`src/rtl/presc_pkg.sv`:
```
package presc_pkg;

  typedef enum logic {
    WIN_LOCKED = 1'b0,
    WIN_OPEN   = 1'b1
  } winState_t;

  typedef struct packed {
    logic openWin;
    logic closeWin;
    logic loadSel;
  } ctrlStrobes_t;

endpackage

```
`src/rtl/presc_ctrl.sv`:
```
module presc_ctrl
  import presc_pkg::*;
#(
  parameter int REG_W  = 8,
  parameter int WINDOW = 4
) (
  input  logic             clk,
  input  logic             rstN,
  input  logic             regWe,
  input  logic [REG_W-1:0] regWdata,
  output logic             unlocked,
  output ctrlStrobes_t     strb
);

  localparam int AGE_W = (WINDOW > 1) ? $clog2(WINDOW) : 1;
  localparam logic [AGE_W-1:0] AGE_LAST = AGE_W'(WINDOW - 1);
  localparam logic [REG_W-1:0] UNLOCK_PATTERN = {1'b1, {(REG_W-1){1'b0}}};

  winState_t        state;
  logic [AGE_W-1:0] age;
  logic             patternHit;
  logic             selWrite;

  assign patternHit = regWe && (regWdata == UNLOCK_PATTERN);
  assign selWrite   = regWe && !regWdata[REG_W-1];

  always_comb begin
    strb.openWin  = (state == WIN_LOCKED) && patternHit;
    strb.loadSel  = (state == WIN_OPEN) && selWrite;
    strb.closeWin = (state == WIN_OPEN) && (selWrite || (age == AGE_LAST));
  end

  always_ff @(posedge clk) begin
    if (!rstN) begin
      state <= WIN_LOCKED;
      age   <= '0;
    end else if (strb.openWin) begin
      state <= WIN_OPEN;
      age   <= '0;
    end else if (strb.closeWin) begin
      state <= WIN_LOCKED;
      age   <= '0;
    end else if (state == WIN_OPEN) begin
      age <= age + 1'b1;
    end
  end

  assign unlocked = (state == WIN_OPEN);

  AST_UNLOCK_EXACT: assert property (@(posedge clk) disable iff (!rstN)
    $rose(unlocked) |-> $past(regWe && (regWdata == UNLOCK_PATTERN)));

  AST_WINDOW_EXPIRES: assert property (@(posedge clk) disable iff (!rstN)
    (unlocked && (age == AGE_LAST)) |=> !unlocked);

  AST_REWRITE_NO_EXTEND: assert property (@(posedge clk) disable iff (!rstN)
    (unlocked && patternHit && (age != AGE_LAST)) |=> (unlocked && (age == $past(age) + 1'b1)));

  AST_LOCKED_NO_LOAD: assert property (@(posedge clk) disable iff (!rstN)
    !unlocked |-> !strb.loadSel);

endmodule

```
`src/rtl/presc_dp.sv`:
```
module presc_dp
  import presc_pkg::*;
#(
  parameter int SEL_W     = 4,
  parameter int MAX_SHIFT = 8,
  parameter int DEF_SEL   = 0
) (
  input  logic             clk,
  input  logic             rstN,
  input  ctrlStrobes_t     strb,
  input  logic [SEL_W-1:0] wrSel,
  output logic [SEL_W-1:0] selReg,
  output logic [SEL_W-1:0] actSel,
  output logic             clkEn
);

  localparam int CNT_W = (MAX_SHIFT > 0) ? MAX_SHIFT : 1;

  logic [CNT_W-1:0] divCnt;
  logic [CNT_W-1:0] lastCnt;
  logic [SEL_W-1:0] shiftAmt;

  // reserved select codes fall back to divide-by-1
  always_comb begin
    if (int'(actSel) <= MAX_SHIFT) shiftAmt = actSel;
    else                           shiftAmt = '0;
  end

  // terminal count = 2^shift - 1, built as a mask of the low bits
  genvar gi;
  generate
    for (gi = 0; gi < CNT_W; gi++) begin : g_mask
      assign lastCnt[gi] = (int'(shiftAmt) > gi);
    end
  endgenerate

  assign clkEn = (divCnt == lastCnt);

  always_ff @(posedge clk) begin
    if (!rstN) begin
      selReg <= SEL_W'(DEF_SEL);
    end else if (strb.loadSel) begin
      selReg <= wrSel;
    end
  end

  always_ff @(posedge clk) begin
    if (!rstN) begin
      divCnt <= '0;
      actSel <= SEL_W'(DEF_SEL);
    end else if (clkEn) begin
      divCnt <= '0;
      actSel <= selReg;
    end else begin
      divCnt <= divCnt + 1'b1;
    end
  end

  AST_RATIO_AT_BOUNDARY: assert property (@(posedge clk) disable iff (!rstN)
    !clkEn |=> $stable(actSel));

  AST_SINGLE_PULSE: assert property (@(posedge clk) disable iff (!rstN)
    (clkEn && (selReg == actSel) && (lastCnt != '0)) |=> !clkEn);

  AST_SEL_HELD: assert property (@(posedge clk) disable iff (!rstN)
    !strb.loadSel |=> $stable(selReg));

endmodule

```
`src/rtl/sysclk_prescaler.sv`:
```
module sysclk_prescaler
  import presc_pkg::*;
#(
  parameter int WINDOW    = 4,
  parameter int MAX_SHIFT = 8,
  parameter int DEF_SEL   = 0
) (
  input  logic       clk,
  input  logic       rstN,
  input  logic       regWe,
  input  logic [7:0] regWdata,
  output logic [7:0] regRdata,
  output logic       clkEn,
  output logic [3:0] divSel
);

  localparam int REG_W = 8;
  localparam int SEL_W = 4;
  localparam int RSV_W = REG_W - 1 - SEL_W;

  ctrlStrobes_t     strb;
  logic             unlocked;
  logic [SEL_W-1:0] selReg;

  presc_ctrl #(
    .REG_W (REG_W),
    .WINDOW(WINDOW)
  ) u_ctrl (
    .clk     (clk),
    .rstN    (rstN),
    .regWe   (regWe),
    .regWdata(regWdata),
    .unlocked(unlocked),
    .strb    (strb)
  );

  presc_dp #(
    .SEL_W    (SEL_W),
    .MAX_SHIFT(MAX_SHIFT),
    .DEF_SEL  (DEF_SEL)
  ) u_dp (
    .clk   (clk),
    .rstN  (rstN),
    .strb  (strb),
    .wrSel (regWdata[SEL_W-1:0]),
    .selReg(selReg),
    .actSel(divSel),
    .clkEn (clkEn)
  );

  assign regRdata = {unlocked, {RSV_W{1'b0}}, selReg};

  AST_RSV_ZERO: assert property (@(posedge clk) disable iff (!rstN)
    regRdata[REG_W-2:SEL_W] == '0);

  AST_LOAD_CLOSES: assert property (@(posedge clk) disable iff (!rstN)
    strb.loadSel |=> (!regRdata[REG_W-1] && (selReg == $past(regWdata[SEL_W-1:0]))));

endmodule

```
`config.mk`:
```
export PLATFORM = sky130hd
export DESIGN_NAME = sysclk_prescaler
export DESIGN_NICKNAME = d
export VERILOG_FILES = /design/src/rtl/presc_pkg.sv /design/src/rtl/presc_ctrl.sv /design/src/rtl/presc_dp.sv /design/src/rtl/sysclk_prescaler.sv
export SDC_FILE = /design/constraint.sdc
export NUM_CORES = 1
export LEC_CHECK = 0
export BUFFER_PORTS_ARGS = -buffer_cell sky130_fd_sc_hd__buf_4
export CORE_ASPECT_RATIO = 0.8
export CORE_UTILIZATION = 30
export DETAILED_ROUTE_END_ITERATION = 10
export GPL_ROUTABILITY_DRIVEN = 0
export SLEW_MARGIN = 20
export SYNTH_ARGS = -nofsm -noshare
export SYNTH_HDL_FRONTEND = slang
export SYNTH_SLANG_ARGS = --single-unit
```
`constraint.sdc`:
```
create_clock -name clk -period 3.05 [get_ports clk]
set_input_delay 0.4575 -clock clk [delete_from_list [all_inputs] [get_ports clk]]
set_output_delay 0.4575 -clock clk [all_outputs]
set_load 0.02 [all_outputs]
```
[After elaboration in Yosys (flattened, before gate mapping)]
Index checks and enable logic that the tools add are counted.
Cells by class
  mux-type cells: 3
  reductions and logical operators: 10
  bitwise gates (word level): 2
  $add $sub $neg: 2
  order comparisons: 9
  eq/ne operators: 3
Operator list (count)
  4-bit by 3-bit > comparator with 1-bit output, second input constant: 4
  8-bit by 1-bit adder with 8-bit output, second input constant: 1
  8-bit equality test: 1
  8-bit equality test, second input constant: 1
  4-bit by 1-bit > comparator with 1-bit output, second input constant: 2
  4-bit by 2-bit > comparator with 1-bit output, second input constant: 2
  1-bit logical AND: 5
  4-bit <= comparator, second input constant: 1
  4-bit 2-to-1 mux: 1
  3-bit OR reduction: 1
  2-bit by 1-bit adder with 2-bit output, second input constant: 1
  2-bit equality test, second input constant: 1
  1-bit 2-to-1 mux: 2
  1-bit NOT: 2
  2-bit nonzero test: 1
  2-bit OR reduction: 1
  1-bit logical NOT: 1
  1-bit logical OR: 1
Storage, ports and cells
  output and inout port bits: 13
  input bits: 11
  register bits after elaboration: 19

[Logic depth before layout (Yosys ltp)]
Gate-level depths: netlist (run 1).
  word-level depth: 6
  depth in mapped cells: 8
  gate-level depth less buffers: 6

[Cells and area by module]
A second synthesis (run 1) with hierarchy kept.
Second synthesis, totals
  cell total of the unflattened synthesis: 125
  area total of the unflattened synthesis: 1186.1 um^2
Modules (own cells, without submodules)
  presc_dp: times used 1, area an instance 960.9 um^2, seq. area each 320.3 um^2, cells an instance 103
  presc_ctrl: times used 1, area an instance 191.4 um^2, seq. area each 60.1 um^2, cells an instance 17
  sysclk_prescaler: times used 1, area an instance 33.8 um^2, seq. area each 0.0 um^2, cells an instance 5

[Least setup slack after synthesis (run 1)]
Ideal clock, no wire load.
  path kind: reg-to-output
  from: reg u_dp.actSel[2]
  to: out clkEn
  data required time: 2592 ps
  cell stages (with the launch flop): 7
  slack: 566 ps
  data arrival time: 2026 ps
  path through: dfxtp_1 > nor2b_2 > a32oi_1 > xnor2_1 > or3_4 > nor4_4 > buf_6
Between the ends
  cells in the longest elaborated chain, start to end: 4
  elaborated cells between the ends (all ways): 11
  classes of those cells: order compare (9); eq/ne (1); mux (1)
RTL lines
  start: declaration: line presc_dp.sv:13  | output logic [SEL_W-1:0] actSel,
  start signal: assignment: line presc_dp.sv:50  | actSel <= SEL_W'(DEF_SEL);
  start signal: assignment: line presc_dp.sv:53  | actSel <= selReg;
  4-bit <= comparator: line presc_dp.sv:25  | if (int'(actSel) <= MAX_SHIFT) shiftAmt = actSel;
  4-bit 2-to-1 mux *: line presc_dp.sv:25
  4-bit by 1-bit > comparator with 1-bit output (tied with other cells): line presc_dp.sv:33  | assign lastCnt[gi] = (int'(shiftAmt) > gi);
  8-bit equality test *: line presc_dp.sv:37  | assign clkEn = (divCnt == lastCnt);
  end: declaration: line sysclk_prescaler.sv:13  | output logic clkEn,
Every way passes the cells marked *; elsewhere a longest branch is shown, timed or not.

[Worst setup path after layout (run 1)]
Ends and elaborated chain as after synthesis.

==> summary.md, run 1 <==
| Metric | Value |
|---|---|
| Status | `finished, violations left` |
| Failing checks | `design-rule violations` |
| Post-synth EDFFs | `0` |
| CP cell instances | `nor2b_2 -> a32oi_1 -> xnor2_1 -> or3_4 -> nor4_4 -> buf_4` |
| DP Worst Slack | `676.1 ps` |
| Initial Utilization | `0.3201` |
| M1 GR Usage | `0.1464` |
| Critical Path Fanout Max | `9` |
| Total gr overflow | `0` |
| Final Max Slew Viols | `0` |
| Net count, final | `161` |
| Global-route wire length before repair | `3788 um` |
| Commonest non-fill, non-tap cells in the layout | `buf_4, nand2_1, dfxtp_1, nor3b_1, nand3_1` |
| RSZ-0062 raised after global routing | `no` |
| Final setup skew | `2.527 ps` |
| Hold wc startpoint | `u_ctrl.age[1]$_SDFFE_PP0P_` |
| Root Driver | `clkbuf_8` |
| Most Used Layer, Global Route | `met2` |
| Worst setup margin | `393.8 ps` |
| Mean Syn Cell Area | `8.531 um2` |
| Final ANT Viol Nets | `0` |
| IO Port Bufs | `20` |
| Worst path arrival time | `2200 ps` |
| Reg-to-Reg Start | `u_dp.actSel[2]$_SDFFE_PN0N_` |
| Startpoint Class | `register` |
| Final setup TNS | `0 ps` |
| Critical Path Sink Type | `output pin` |
| Met3 usage | `0.01616` |
| Fin crit share | `0.8709` |
| Synth Register Bits | `19` |
| Asr flop ratio synth | `0` |
| Synth Warn # | `0` |
| Seq/Total Area, Yosys | `0.3378` |
| Max-cap viol count | `0` |
| Drt wl/cell | `11.50 um` |
| Commonest non-fill, non-tap cell in the layout | `buf_4` |
| Largest net degree at the start of global routing | `23` |
| Rows | `19` |
| Initial antenna violation count | `0` |
| Synth unique cells | `37` |
| Vias/cell | `5.143` |
| Chip width | `70.50 um` |
| # H-tree levels | `1` |
| Die footprint | `4004 um2` |
| Worst path max stage delay | `530 ps` |
| Area of the core | `3518 um2` |
| Total CTS buffers | `3` |
| Clock-pin slew on the worst setup and hold paths | `70 ps` |
| Worst skew pair latency | `250 ps` |
| Clk buf depth | `2` |
| Max Clk Rate | `0.3765 GHz` |
| Area of the multi-input gates | `674.4 um2` |
| CTS tree | `done` |
| Die H | `56.80 um` |
| # resized after CTS | `0` |
| Register area | `380.4 um2` |
| Prevailing post-synth register cell | `dfxtp_1` |
| Final hold vios | `0` |
| Post-CTS Hold Buffers | `0` |
| GRT Total Usage | `0.1173` |
| Dpl hpwl | `1668 um` |
| Setup crit start | `u_dp.actSel[2]$_SDFFE_PN0N_` |
| Fin cells | `189` |
| Initial DRT Pass Iterations | `7` |
| Placed cells | `185` |
| Reg2Reg Depth | `7` |
| Worst hold stages | `2` |
| Vias in the first global route | `873` |
| Hold WC Path Type | `reg -> reg` |
| P per Cell Area | `336.7 nW/um2` |
| Post-CTS setup buffer count | `0` |
| Via count | `972` |
| Area Growth Syn to Fin | `16.67%` |
| Tmin final | `2656 ps` |
| N_diodes | `0` |
| Met2 usage | `0.2094` |
| Data required, critical path | `2590 ps` |
| Gate count of the mapped netlist | `132` |
| Peak VDD IR | `0.1598 mV` |
| DRT Wirelength | `2174 um` |
| Netlist Area Pre-Place | `1126 um2` |
| Share of layout cells above drive strength 1 | `0.2041` |
| Post-route DRC | `2` |
| CTS sink cnt | `19` |
| Initial drt markers | `48` |
| Leakage Power | `0.5397 nW` |
| Worst path slowest cell | `dfxtp_1` |
| Io pins | `24` |
| # setup viols final | `0` |
| Layout fillers | `365` |
| Crit Path Class | `reg -> out` |
kinds of logic (layout without fill, tap and decap cells):
kind of cell,after synthesis,after routing,synth area share
other,1,3,0.003330
AOI/OAI and AO/OA,19,19,0.1178
adders and majority gates,2,2,0.02222
DFF,19,19,0.3378
xor gates and xnor gates,8,8,0.06222
muxes,6,6,0.05334
and+or+nand+nor,64,64,0.3333
buffers and inverters,13,26,0.07000
cells in the mapped netlist, types with 2 or more instances:
master / count / area share
and3_1: 2 / 0.011
a21boi_0: 5 / 0.033
buf_4: 4 / 0.027
nand4_1: 2 / 0.011
nand2_1: 19 / 0.063
nor3b_1: 9 / 0.060
o21ai_0: 4 / 0.018
nor4_1: 2 / 0.011
xnor2_1: 4 / 0.031
xor2_1: 4 / 0.031
and3b_1: 2 / 0.016
nand2b_1: 2 / 0.011
nor2_1: 7 / 0.023
a21oi_1: 3 / 0.013
ha_1: 2 / 0.022
mux2i_1: 6 / 0.053
clkbuf_1: 6 / 0.020
nand3_1: 9 / 0.040
buf_6: 2 / 0.020
nor3_1: 2 / 0.0089
a32oi_1: 2 / 0.016
dfxtp_1: 19 / 0.34
registers in the layout, indices dropped and copies added, names as in the netlist:
signal / flops
u_ctrl.unlocked: 1
u_dp.actSel: 4
u_ctrl.age: 2
u_dp.divCnt: 8
u_dp.selReg: 4
power breakdown:
| group | leakage (nW) | switching (mW) | internal (mW) |
|---|---|---|---|
| sequential | 0.153 | 0.000191 | 0.248 |
| clock | 0.0228 | 0.0773 | 0.0927 |
| combinational | 0.364 | 0.0122 | 0.0118 |
final timing paths:
kind | slack [ps] | end
worst min register to register | 470 | u_ctrl.age[1]$_SDFFE_PP0P_
worst max-delay path | 390 | clkEn
worst max register to register | 750 | u_dp.divCnt[1]$_SDFF_PP0_
worst min-delay path | 470 | u_ctrl.age[1]$_SDFFE_PP0P_
routing by layer:
metal | share of wire | vias to the layer above
li1 | - | 490
met1 | 0.51 | 464
met2 | 0.46 | 16
met3 | 0.021 | 2
met4 | 0.0097 | 0
met5 | 0 | -
layout make-up:
type,count,area share
multi-input combinational,102,0.5133
sequential,19,0.2895
timing repair buffer,21,0.1200
tap,42,0.04000
clock buffer,4,0.03429
inverter,1,0.002857
worst max-delay path: cells and delay by family (launching register included):
| family | cells | cell delay, ps |
|---|---|---|
| AND/OR/NAND/NOR | 3 | 940 |
| AO/OA/AOI/OAI | 1 | 150 |
| flip-flops | 1 | 530 |
| buffers and inverters | 1 | 180 |
| XOR/XNOR | 1 | 150 |
stage by stage:
step	hold slack [ps]	total power, mW	util	area [um2]
final	474.1	0.4423	0.3734	1314
after global routing	497.1	0.4606	0.3734	1314
after CTS	480.6	0.4468	0.3734	1314
after detailed placement	471.2	0.2780	0.3606	1269
after global placement	459.2	0.2777	0.3606	1269
after floorplan	447.6	0.2690	-	1134
No activity file was read; power rests on OpenSTA's default activity.
==> inputs of run 2 (changes only) <==
--- a/config.mk
+++ b/config.mk
@@ -10,6 +10,7 @@
 export CORE_UTILIZATION = 30
 export DETAILED_ROUTE_END_ITERATION = 10
 export GPL_ROUTABILITY_DRIVEN = 0
+export HOLD_SLACK_MARGIN = 0.12
 export SLEW_MARGIN = 20
 export SYNTH_ARGS = -nofsm -noshare
 export SYNTH_HDL_FRONTEND = slang
==> constraint.sdc (replaced) <==
create_clock -name clk -period 3.05 [get_ports clk]
set_input_delay 0.305 -clock clk [delete_from_list [all_inputs] [get_ports clk]]
set_output_delay 0.305 -clock clk [all_outputs]
set_load 0.02 [all_outputs]
==> run 2 against run 1 <==
Net effect:
- the flow still finishes with violations (design-rule violations)
- die area is the same
- first-iteration DRC count grew 23%
- total power grew 0.18%
- global-route usage grew 1.4 points
- worst setup slack lost 140 ps
- flip-flop and latch count is the same
- critical path type unchanged
==> summary.md, run 2 (same netlist as run 1, synthesis figures left out) <==
| Metric | Value |
|---|---|
| Status | `finished, violations left` |
| Failing checks | `design-rule violations` |
| Global-route wire length before repair | `4243 um` |
| Hold wc startpoint | `regWdata[2]` |
| Commonest non-fill, non-tap cells in the layout | `buf_4, nand2_1, dfxtp_1, nor3b_1, nand3_1` |
| Hold WC Path Type | `in -> reg` |
| Die H | `56.80 um` |
| Area Growth Syn to Fin | `16.78%` |
| # setup viols final | `0` |
| Commonest non-fill, non-tap cell in the layout | `buf_4` |
| Data required, critical path | `2740 ps` |
| # resized after CTS | `0` |
| Worst Tran Pin Value | `499.5 ps` |
| Net count, final | `161` |
| Post-CTS Hold Buffers | `0` |
| Initial Utilization | `0.3201` |
| Worst setup margin | `250.1 ps` |
| Worst path arrival time | `2490 ps` |
| Share of layout cells above drive strength 1 | `0.2109` |
| Post-CTS setup buffer count | `0` |
| RSZ-0062 raised after global routing | `no` |
| Final total power | `0.4431 mW` |
| Total gr overflow | `0` |
| DRT Wirelength | `2420 um` |
| Rows | `19` |
| Layout fillers | `372` |
| Via count | `986` |
| Clk buf depth | `2` |
| # H-tree levels | `1` |
| Biggest register | `u_dp.divCnt` |
| Total CTS buffers | `3` |
| Crit Path Class | `reg -> out` |
| Critical Path Sink Type | `output pin` |
| Initial drt markers | `59` |
| Fin cells | `189` |
| P per Cell Area | `337.0 nW/um2` |
| IO Port Bufs | `20` |
| CTS sink cnt | `19` |
| Vias/cell | `5.217` |
| Startpoint Class | `register` |
| Max-cap viol count | `0` |
| Post-route DRC | `2` |
| Clock-pin slew on the worst setup and hold paths | `70 ps` |
| Max Clk Rate | `0.3572 GHz` |
| Top flop regs | `u_dp.divCnt: 8 flops, u_dp.actSel: 4 flops, u_dp.selReg: 4 flops` |
| Final setup TNS | `0 ps` |
| Initial antenna violation count | `0` |
| Max reg flops | `8` |
| Tmin final | `2800 ps` |
| N_diodes | `0` |
| DP Worst Slack | `509.2 ps` |
| Vias in the first global route | `986` |
| Chip width | `70.50 um` |
| Largest net degree at the start of global routing | `23` |
| Final Max Slew Viols | `0` |
| Critical Path Fanout Max | `15` |
| Final setup skew | `0.5079 ps` |
| Root Driver | `clkbuf_8` |
| Area of the core | `3518 um2` |
| Dpl hpwl | `1810 um` |
| Fin crit share | `0.9180` |
| Leakage Power | `0.5425 nW` |
| Peak VDD IR | `0.1217 mV` |
| Die footprint | `4004 um2` |
| Setup crit start | `u_dp.actSel[3]$_SDFFE_PN0N_` |
| GRT Total Usage | `0.1316` |
| Worst skew pair latency | `250 ps` |
| Drt wl/cell | `12.80 um` |
| Initial DRT Pass Iterations | `7` |
| Final ANT Viol Nets | `0` |
| CTS tree | `done` |
| Final hold vios | `0` |
| Io pins | `24` |
| Slew HR | `0.6645` |
| Reg-to-Reg Start | `u_dp.actSel[3]$_SDFFE_PN0N_` |
| Placed cells | `185` |
==> run 2: cell count changes in the layout (fill, tap and decap cells not counted), sizes merged <==
cell    delta
clkbuf     -1
clkinv     +1
==> run 2: per-layer routing <==
| metal | global-route usage | part of all wire |
|---|---|---|
| met4 | 0.05248 | 0.0095 |
| met1 | 0.1608 | 0.48 |
| met3 | 0.01077 | 0.024 |
| met2 | 0.2386 | 0.49 |
| met5 | 0 | 0 |
==> run 2: worst paths after layout <==
| check | to | slack (ps) | cells after the start |
|---|---|---|---|
| setup / recovery | clkEn | 250 | 6 |
| hold / removal | u_dp.selReg[2]$_SDFFE_PN0P_ | 340 | 3 |
| setup reg to reg | u_dp.divCnt[1]$_SDFF_PP0_ | 500 | 7 |
| hold reg to reg | u_ctrl.age[1]$_SDFFE_PP0P_ | 490 | 2 |
==> run 2: critical path: stages, from the launching register on <==
cell	delay, ps
dfxtp_1	640
nor2b_2	140
a32oi_1	280
xnor2_1	100
or3_4	340
nor4_4	520
buf_4	230
==> run 2: layout make-up <==
type,instances,area (um2),area share
Tap cell,42,52.55,0.03996
Sequential cell,19,380.4,0.2892
Multi-Input combinational cell,102,674.4,0.5128
Clock buffer,3,41.29,0.03140
Inverter,1,3.754,0.002854
Clock inverter,1,5.005,0.003806
Timing Repair Buffer,21,157.7,0.1199
==> run 2: power breakdown <==
group | total [mW] | switching, mW | internal, mW
combinational | 0.0242 | 0.0124 | 0.0118
clock | 0.171 | 0.0800 | 0.0906
sequential | 0.248 | 0.000191 | 0.248
total | 0.443 | 0.0926 | 0.350
==> run 2: per-stage QoR <==
step           cell area, um2  hold WS, ps    util
6_report                 1315        342.8  0.3738
5_1_grt                  1315        362.5  0.3738
4_1_cts                  1315        342.4  0.3738
3_5_place_dp             1269        483.6  0.3606
3_3_place_gp             1269        458.0  0.3606
2_1_floorplan            1134        447.6       -
==> inputs of run 3 (changes only) <==
--- a/config.mk
+++ b/config.mk
@@ -10,6 +10,7 @@
 export CORE_UTILIZATION = 30
 export DETAILED_ROUTE_END_ITERATION = 10
 export GPL_ROUTABILITY_DRIVEN = 0
+export GPL_TIMING_DRIVEN = 0
 export HOLD_SLACK_MARGIN = 0.12
 export SLEW_MARGIN = 20
 export SYNTH_ARGS = -nofsm -noshare
==> run 3 against run 2 <==
Net effect:
- the run still ends with design-rule violations left
- worst setup slack got worse by 25 ps
- final cell count increased by 5.8%
- hold slack got worse by 15 ps
- die area unchanged
- core utilization increased by 1.9 points
- register-to-register slack improved by 180 ps
- critical endpoint unchanged
- largest cell class unchanged
- largest power group unchanged
==> summary.md, run 3 (same netlist as run 1, synthesis figures left out) <==
| Metric | Value |
|---|---|
| Vias/cell | `5.005` |
| CTS tree | `done` |
| Clock-pin slew on the worst setup and hold paths | `70 ps` |
| Root Driver | `clkbuf_8` |
| Worst hold stages | `2` |
| Net count, final | `172` |
| Total CTS buffers | `3` |
| Post-CTS setup buffer count | `0` |
| Worst setup margin | `225.4 ps` |
| Dpl hpwl | `1878 um` |
| Io pins | `24` |
| Failing checks | `design-rule violations` |
| Final hold vios | `0` |
| Commonest non-fill, non-tap cells in the layout | `buf_4, nand2_1, dfxtp_1, nor3b_1, nand3_1` |
| DP Worst Slack | `517.5 ps` |
| Final setup TNS | `0 ps` |
| Vias in the first global route | `991` |
| CTS sink cnt | `19` |
| Chip width | `70.50 um` |
| RSZ-0062 raised after global routing | `no` |
| Initial antenna violation count | `0` |
| Post-route DRC | `2` |
| Die footprint | `4004 um2` |
| Hold Slack | `327.6 ps` |
| Final ANT Viol Nets | `0` |
| Hold WC Path Type | `in -> reg` |
| # resized after CTS | `0` |
| Startpoint Class | `register` |
| Initial Utilization | `0.3201` |
| Status | `finished, violations left` |
| Max reg flops | `8` |
| Fin cells | `200` |
| Final Max Slew Viols | `0` |
| Reg2Reg Depth | `7` |
| Placed cells | `196` |
| Peak VDD IR | `0.1362 mV` |
| Final setup skew | `0.7749 ps` |
| Fin crit share | `0.9261` |
| Top flop regs | `u_dp.divCnt: 8 flops, u_dp.actSel: 4 flops, u_dp.selReg: 4 flops` |
| DRT Wirelength | `2419 um` |
| Data required, critical path | `2740 ps` |
| N_diodes | `0` |
| Crit Path Class | `reg -> out` |
| Initial DRT Pass Iterations | `7` |
| Cell Area, Placed | `1336 um2` |
| Biggest register | `u_dp.divCnt` |
| Final instance area | `1383 um2` |
| Tmin final | `2825 ps` |
| Worst skew pair latency | `250 ps` |
| Drt wl/cell | `12.10 um` |
| Post-CTS Hold Buffers | `0` |
| Area of the core | `3518 um2` |
| Max Clk Rate | `0.3540 GHz` |
| Layout fillers | `365` |
| Final total power | `0.4521 mW` |
| Clk buf depth | `2` |
| Die H | `56.80 um` |
| Global-route wire length before repair | `4243 um` |
| IO Port Bufs | `20` |
| Area Growth Syn to Fin | `22.78%` |
| Total gr overflow | `0` |
| P per Cell Area | `327.0 nW/um2` |
| Worst path arrival time | `2520 ps` |
| Initial drt markers | `65` |
| # H-tree levels | `1` |
| # setup viols final | `0` |
| Critical Path Fanout Max | `10` |
| Via count | `1001` |
| Rows | `19` |
| Share of layout cells above drive strength 1 | `0.2278` |
| Leakage Power | `0.5793 nW` |
| GRT Total Usage | `0.1310` |
| Critical Path Sink Type | `output pin` |
| Largest net degree at the start of global routing | `12` |
| Commonest non-fill, non-tap cell in the layout | `buf_4` |
| Max-cap viol count | `0` |
| Final core occ | `0.3930` |
==> run 3: worst max-delay path: stages (launching register included) <==
cell and delay (ps):
dfxtp_1 520, nor2b_2 300, a32oi_1 150, xnor2_1 150, or3_4 340, nor4_4 440, buf_6 210, buf_4 150
==> run 3: final cells by class <==
class	instances	area, um2	share of cell area
well taps	42	52.55	0.03801
clock buffers	3	41.29	0.02986
flip-flops and latches	19	380.4	0.2751
inverters	1	3.754	0.002715
multi-input cells	102	674.4	0.4878
clock inverters	1	5.005	0.003620
plain buffers	12	75.07	0.05430
repair buffers	20	150.1	0.1086
==> run 3: routing by layer <==
metal	GRT usage	routed length (um)	vias to the layer above
li1	-	-	516
met3	0.01077	34	0
met5	0	0	-
met4	0.03790	0	0
met1	0.1756	1242	473
met2	0.2247	1142	12
==> run 3: final timing paths <==
path / slack (ps) / startpoint / to
setup / recovery: 230 / u_dp.actSel[2]$_SDFFE_PN0N_ / clkEn
hold / removal: 330 / rstN / u_dp.divCnt[1]$_SDFF_PP0_
setup reg to reg: 680 / u_dp.actSel[2]$_SDFFE_PN0N_ / u_dp.actSel[2]$_SDFFE_PN0N_
hold reg to reg: 490 / u_ctrl.age[1]$_SDFFE_PP0P_ / u_ctrl.age[1]$_SDFFE_PP0P_
==> run 3: where the power goes <==
part | total (mW) | internal [mW] | switching (mW)
logic | 0.0290 | 0.0152 | 0.0137
clock network | 0.175 | 0.0907 | 0.0844
registers | 0.248 | 0.248 | 0.000117
